--- src/rtl/osc_cal_pkg.sv ---
package osc_cal_pkg;

  localparam int DEF_CNT_W       = 12;
  localparam int DEF_SYNC_STAGES = 2;

  // Edge events of the synchronized reference pulse
  typedef struct packed {
    logic level;
    logic rise;
    logic fall;
  } ref_evt_t;

  typedef enum logic {
    MEAS_IDLE = 1'b0,
    MEAS_RUN  = 1'b1
  } meas_state_t;

endpackage

--- src/rtl/ref_edge_sync.sv ---
module ref_edge_sync
  import osc_cal_pkg::*;
#(
  parameter int STAGES = DEF_SYNC_STAGES
) (
  input  logic     clk,
  input  logic     rst_n,
  input  logic     ref_async,
  output ref_evt_t evt
);

  logic [STAGES:0] chain;
  logic            level_prev;

  assign chain[0] = ref_async;

  for (genvar g = 0; g < STAGES; g++) begin : g_sync
    always_ff @(posedge clk) begin
      if (!rst_n) chain[g+1] <= 1'b0;
      else        chain[g+1] <= chain[g];
    end
  end

  always_ff @(posedge clk) begin
    if (!rst_n) level_prev <= 1'b0;
    else        level_prev <= chain[STAGES];
  end

  assign evt.level = chain[STAGES];
  assign evt.rise  = chain[STAGES] & ~level_prev;
  assign evt.fall  = ~chain[STAGES] & level_prev;

  // a detected rise is followed by the level staying high next cycle
  assert_rise_follows_chain_R10: assert property (@(posedge clk) disable iff (!rst_n)
    evt.rise |=> level_prev);

endmodule

--- src/rtl/width_capture.sv ---
module width_capture
  import osc_cal_pkg::*;
#(
  parameter int CNT_W = DEF_CNT_W
) (
  input  logic             clk,
  input  logic             rst_n,
  input  ref_evt_t         evt,
  output logic [CNT_W-1:0] width_q,
  output logic             valid_q,
  output logic             ovf_q,
  output logic             load_evt,
  output logic             reject_evt
);

  localparam logic [CNT_W-1:0] CNT_ONE = {{(CNT_W-1){1'b0}}, 1'b1};

  meas_state_t      state;
  logic [CNT_W-1:0] run_cnt;

  function automatic logic is_full(input logic [CNT_W-1:0] c);
    return c == {CNT_W{1'b1}};
  endfunction

  function automatic logic is_zero(input logic [CNT_W-1:0] c);
    return c == '0;
  endfunction

  // Accepted when the pulse ends below saturation
  assign load_evt   = evt.fall && (state == MEAS_RUN) && !is_full(run_cnt) && !is_zero(run_cnt);
  assign reject_evt = evt.fall && (state == MEAS_RUN) && is_full(run_cnt);

  always_ff @(posedge clk) begin
    if (!rst_n) begin
      state   <= MEAS_IDLE;
      run_cnt <= '0;
    end else if (evt.rise) begin
      state   <= MEAS_RUN;
      run_cnt <= CNT_ONE;
    end else if (evt.fall) begin
      state   <= MEAS_IDLE;
      run_cnt <= '0;
    end else if (evt.level && state == MEAS_RUN && !is_full(run_cnt)) begin
      run_cnt <= run_cnt + CNT_ONE;
    end
  end

  always_ff @(posedge clk) begin
    if (!rst_n) begin
      width_q <= '0;
      valid_q <= 1'b0;
      ovf_q   <= 1'b0;
    end else if (load_evt) begin
      width_q <= run_cnt;
      valid_q <= 1'b1;
      ovf_q   <= 1'b0;
    end else if (reject_evt) begin
      ovf_q   <= 1'b1;
    end
  end

  assert_hold_kept_on_overflow_R7: assert property (@(posedge clk) disable iff (!rst_n)
    reject_evt |=> ($stable(width_q) && ovf_q));

  assert_width_from_count_R3: assert property (@(posedge clk) disable iff (!rst_n)
    load_evt |=> (width_q == $past(run_cnt) && valid_q && !ovf_q));

  assert_valid_sticky_R6: assert property (@(posedge clk) disable iff (!rst_n)
    !$fell(valid_q));

  assert_nonzero_width_R3: assert property (@(posedge clk) disable iff (!rst_n)
    valid_q |-> !is_zero(width_q));

endmodule

--- src/rtl/period_regen.sv ---
module period_regen
  import osc_cal_pkg::*;
#(
  parameter int CNT_W = DEF_CNT_W
) (
  input  logic             clk,
  input  logic             rst_n,
  input  logic [CNT_W-1:0] width,
  input  logic             valid,
  input  logic             load,
  output logic             match,
  output logic             samp_clk
);

  localparam logic [CNT_W-1:0] CNT_ONE = {{(CNT_W-1){1'b0}}, 1'b1};

  logic [CNT_W-1:0] per_cnt;
  logic             samp_q;

  function automatic logic at_last(input logic [CNT_W-1:0] c,
                                   input logic [CNT_W-1:0] w);
    return c == (w - CNT_ONE);
  endfunction

  assign match    = valid && at_last(per_cnt, width);
  assign samp_clk = samp_q;

  always_ff @(posedge clk) begin
    if (!rst_n) begin
      per_cnt <= '0;
      samp_q  <= 1'b0;
    end else if (load) begin
      per_cnt <= '0;
      samp_q  <= 1'b0;
    end else if (valid) begin
      if (match) begin
        per_cnt <= '0;
        samp_q  <= ~samp_q;
      end else begin
        per_cnt <= per_cnt + CNT_ONE;
      end
    end
  end

  assert_match_needs_valid_R6: assert property (@(posedge clk) disable iff (!rst_n)
    match |-> valid);

  assert_clock_idle_uncal_R6: assert property (@(posedge clk) disable iff (!rst_n)
    !valid |-> !samp_clk);

  assert_toggle_on_match_R5: assert property (@(posedge clk) disable iff (!rst_n)
    !$stable(samp_clk) |-> $past(match || load));

  assert_counter_in_range_R4: assert property (@(posedge clk) disable iff (!rst_n)
    valid |-> (per_cnt < width));

  assert_match_single_R4: assert property (@(posedge clk) disable iff (!rst_n)
    (match && !load && width != CNT_ONE) |=> !match);

endmodule

--- src/rtl/osc_period_calibrator.sv ---
module osc_period_calibrator
  import osc_cal_pkg::*;
#(
  parameter int CNT_W       = DEF_CNT_W,
  parameter int SYNC_STAGES = DEF_SYNC_STAGES
) (
  input  logic       clk_osc,
  input  logic       rst_n,
  input  logic       ref_pulse,
  input  logic [1:0] trim_in,
  output logic [1:0] trim_out,
  output logic       match_pulse,
  output logic       samp_clk,
  output logic       cal_valid,
  output logic       cal_overflow
);

  ref_evt_t         ref_evt;
  logic [CNT_W-1:0] stored_width;
  logic             load_evt;
  logic             reject_evt;

  assign trim_out = trim_in;

  ref_edge_sync #(.STAGES(SYNC_STAGES)) u_sync (
    .clk       (clk_osc),
    .rst_n     (rst_n),
    .ref_async (ref_pulse),
    .evt       (ref_evt)
  );

  width_capture #(.CNT_W(CNT_W)) u_capture (
    .clk        (clk_osc),
    .rst_n      (rst_n),
    .evt        (ref_evt),
    .width_q    (stored_width),
    .valid_q    (cal_valid),
    .ovf_q      (cal_overflow),
    .load_evt   (load_evt),
    .reject_evt (reject_evt)
  );

  period_regen #(.CNT_W(CNT_W)) u_regen (
    .clk      (clk_osc),
    .rst_n    (rst_n),
    .width    (stored_width),
    .valid    (cal_valid),
    .load     (load_evt),
    .match    (match_pulse),
    .samp_clk (samp_clk)
  );

  assert_trim_passthrough_R1: assert property (@(posedge clk_osc)
    trim_out == trim_in);

  assert_accept_reject_exclusive_R7: assert property (@(posedge clk_osc) disable iff (!rst_n)
    !(load_evt && reject_evt));

endmodule

--- config.mk ---
export PLATFORM = sky130hd
export DESIGN_NAME = osc_period_calibrator
export DESIGN_NICKNAME = d
export VERILOG_FILES = /design/src/rtl/osc_cal_pkg.sv /design/src/rtl/ref_edge_sync.sv /design/src/rtl/width_capture.sv /design/src/rtl/period_regen.sv /design/src/rtl/osc_period_calibrator.sv
export SDC_FILE = /design/constraint.sdc
export NUM_CORES = 1
export LEC_CHECK = 0
export BUFFER_PORTS_ARGS = -buffer_cell sky130_fd_sc_hd__buf_4
export CAP_MARGIN = 0
export CORE_ASPECT_RATIO = 0.9
export CORE_MARGIN = 5
export CORE_UTILIZATION = 55
export DETAILED_ROUTE_END_ITERATION = 10
export PLACE_DENSITY = 0.8
export SKIP_CTS_REPAIR_TIMING = 1
export SYNTH_ARGS = -nofsm -noshare
export SYNTH_HDL_FRONTEND = slang
export SYNTH_SLANG_ARGS = --single-unit
export TNS_END_PERCENT = 30
--- constraint.sdc ---
create_clock -name clk_osc -period 5.7 [get_ports clk_osc]
set_input_delay 0.285 -clock clk_osc [delete_from_list [all_inputs] [get_ports clk_osc]]
set_output_delay 0.285 -clock clk_osc [all_outputs]
set_load 0.01 [all_outputs]
==> flow_summary.toml <==
[die]
core_sq_um = 4101
dieHeight_microns = 72.04
rows = 22
design.die.area_sq_um = 5686
start_util_pct = 57.35
pin_count = 11
dieWidth_microns = 78.94

[layout]
final_util_pct = 61.01
synthToLayoutAreaGrowth_pct = 6.383
nNetsFinal = 276
mostFrequentLayoutCells = "dfxtp_1 (43), nor2_1 (34), xnor2_1 (21)"
diodes = 0
drive_gt1_share_pct = 10.90
final_common_cell = "dfxtp_1"

[routing]
drcViolationCount = 0
dr.pass1.iters = 4
antenna_left = 0
drt_iter0_drc = 100
via_per_inst = 5.882
dr_total_vias = 1847
routed_wl_microns = 4670
wl_per_cell_microns = 14.87

[global_route]
grt_overflow = 0
grt_pass1_vias = 1685
antenna_found_initial = 0
grt_usage_pct = 18.17
grt_pass1_wl_microns = 8114
grt_max_degree = 22

[yosys]
synth_largest_area_cell = "dfxtp_1"
synth_ff_type = "dfxtp_1"
synth_edf_count = 0
synth_seq_cells = 43
ys_types = 48
netlist_area_sq_um = 2352
syn_area_per_cell_sq_um = 9.012
yosys.area.top_type_share_pct = 36.60
ys_warn_count = 0
syn_nets = 272
synthArstFlopShare_pct = 0
syn_inst = 261
ys_seq_area_share_pct = 36.60
netlist_top_cells_area = "dfxtp_1 (37%), xnor2_1 (7.8%), nor2_1 (5.4%), mux2i_1 (4.3%), xor2_1 (4.1%)"

[timing]
fin_setup_tns_ns = 0
tightestPinTransition_ns = 0.5456
slew_violations = 0
max_freq_mhz = 365.9
rsz0062_at_grt = "false"
relSlewSlack_pct = 63.12
finalCritPeriodShare_pct = 47.94
finalHoldViolCount = 0
setup_viol = 0
min_period_ns = 2.733
fin_skew_ns = 0.01473

[clock_network]
clkSinkCount = 43
cts-root-buf = "clkbuf_8"
h-tree-depth = 2
cts_made_buffers = 5
clkSlewWorstSetupHoldPaths_ns = 0.09
clk_latency_ns = 0.31
cts_buffer_depth = 2
cts_tree = "built"

[worst_setup_path]
arrival_ns = 2.45
cp.required_ns = 5.41
critPathKind = "flip-flop to output pin"
endpoint_kind = "output pin"
crit_fanout = 6
start_kind = "flip-flop"

[hold_path]
hold_class = "input pin to flip-flop"

[power]
p_int_uw = 405.6
p_sw_share_pct = 22.41
p_per_area_nw_per_um2 = 208.9
ir_drop_mv = 0.1415
seqPwrFrac_pct = 57.9
netSwitchingPower_uw = 117.2
static-leakage-power_uw = 0.0009381
clockPowerShare_pct = 39.5
power_frac_comb_pct = 2.6

[job]
maxCapViolCount = 0

[place]
hpwl_microns = 3369
finalWeightedCongestion = 0.8886
port_buffers = 6

[run_status]
status = "completed"
==> synth_stat cells (all sizes together), types with 2 or more instances <==
library cell,number
mux2,2
nand4,3
and2,6
nor4b,4
a21oi,5
buf,5
nor2b,10
a21boi,2
nor3,6
ha,6
a31oi,6
mux2i,10
o32ai,2
inv,16
clkbuf,5
xor2,11
and3,3
o2111ai,3
nor2,34
nand3,12
dfxtp,43
nor4,8
or3,3
xnor2,21
nand2,16
o21ai,3
a211o,2
or4,3
==> metal layers <==
| metal | GRT usage, % | share of wire (%) | vias to the layer above |
|---|---|---|---|
| met2 | 28.28 | 45 | 49 |
| met3 | 4.467 | 4.7 | 12 |
| met1 | 24.14 | 48 | 871 |
| met4 | 7.824 | 2.1 | 0 |
| li1 | - | - | 915 |
| met5 | 0 | 0 | - |
==> stage by stage <==
step / instance area [sq um] / instances / hold slack [ns] / worst slack [ns] / power (uW)
finish: 2502 / 314 / 0.1849 / 2.967 / 522.8
global route: 2502 / 314 / 0.1974 / 2.747 / 539.4
CTS: 2502 / 314 / 0.1807 / 2.949 / 526.2
detailed placement: 2404 / 306 / 0.4374 / 3.272 / 323.3
global placement: 2404 / 306 / 0.4374 / 3.328 / 323.1
floorplan: 2352 / 261 / 0.4119 / 3.482 / 320.8
==> logic make-up (layout without fill, tap and decap cells) <==
| logic type | count (synthesis) | after routing | share of synthesized area (%) |
|---|---|---|---|
| compound gates | 30 | 30 | 11.01 |
| xor+xnor | 33 | 33 | 12.93 |
| fa+ha+maj | 6 | 6 | 3.191 |
| buf+inv | 26 | 31 | 5.159 |
| flops | 43 | 43 | 36.60 |
| mux | 12 | 12 | 5.372 |
| simple gates | 111 | 111 | 25.75 |
==> final timing paths <==
path | start | end | slack [ns] | cells after the start
worst min-delay path | ref_pulse | u_sync.chain[1] | 0.18 | 2
worst max-delay path | u_capture.width_q[0] | match_pulse | 2.97 | 8
worst max register to register | u_capture.width_q[0] | u_regen.per_cnt[8] | 3.25 | 8
worst min register to register | u_sync.chain[1] | u_sync.evt[2] | 0.45 | 1
==> registers in the layout, summed over array words and instances (netlist names) <==
register and flops:
u_sync.level_prev 1, u_capture.state 1, u_sync.evt 1, u_regen.per_cnt 12
u_capture.run_cnt 12, u_capture.ovf_q 1, u_capture.width_q 12, u_capture.valid_q 1
u_sync.chain 1, u_regen.samp_clk 1
==> layout make-up <==
cell class / count / area [sq um]
Tap cell: 48 / 60.06
Clock buffer: 6 / 82.58
Sequential cell: 43 / 860.8
Multi-Input combinational cell: 192 / 1370
Fill cell: 348 / 1599
Inverter: 16 / 60.06
Clock inverter: 2 / 16.27
Timing Repair Buffer: 7 / 52.55
==> worst max-delay path, stage by stage (launching register included) <==
cell and delay [ns]:
dfxtp_1 0.38, inv_1 0.08, ha_1 0.18, nor4b_2 0.43
and4_1 0.29, o2111ai_2 0.15, a211o_1 0.31, nor3_1 0.17
buf_4 0.15
==> power by group through the flow <==
stage	combinational (uW)	sequential, uW	clock (uW)
6_report	13.7	303	207
5_1_grt	15.2	303	221
4_1_cts	13.8	303	210
3_5_place_dp	13.6	310	0
3_3_place_gp	13.5	310	0
2_1_floorplan	11.5	309	0
No activity file was read; power rests on OpenSTA's default activity.
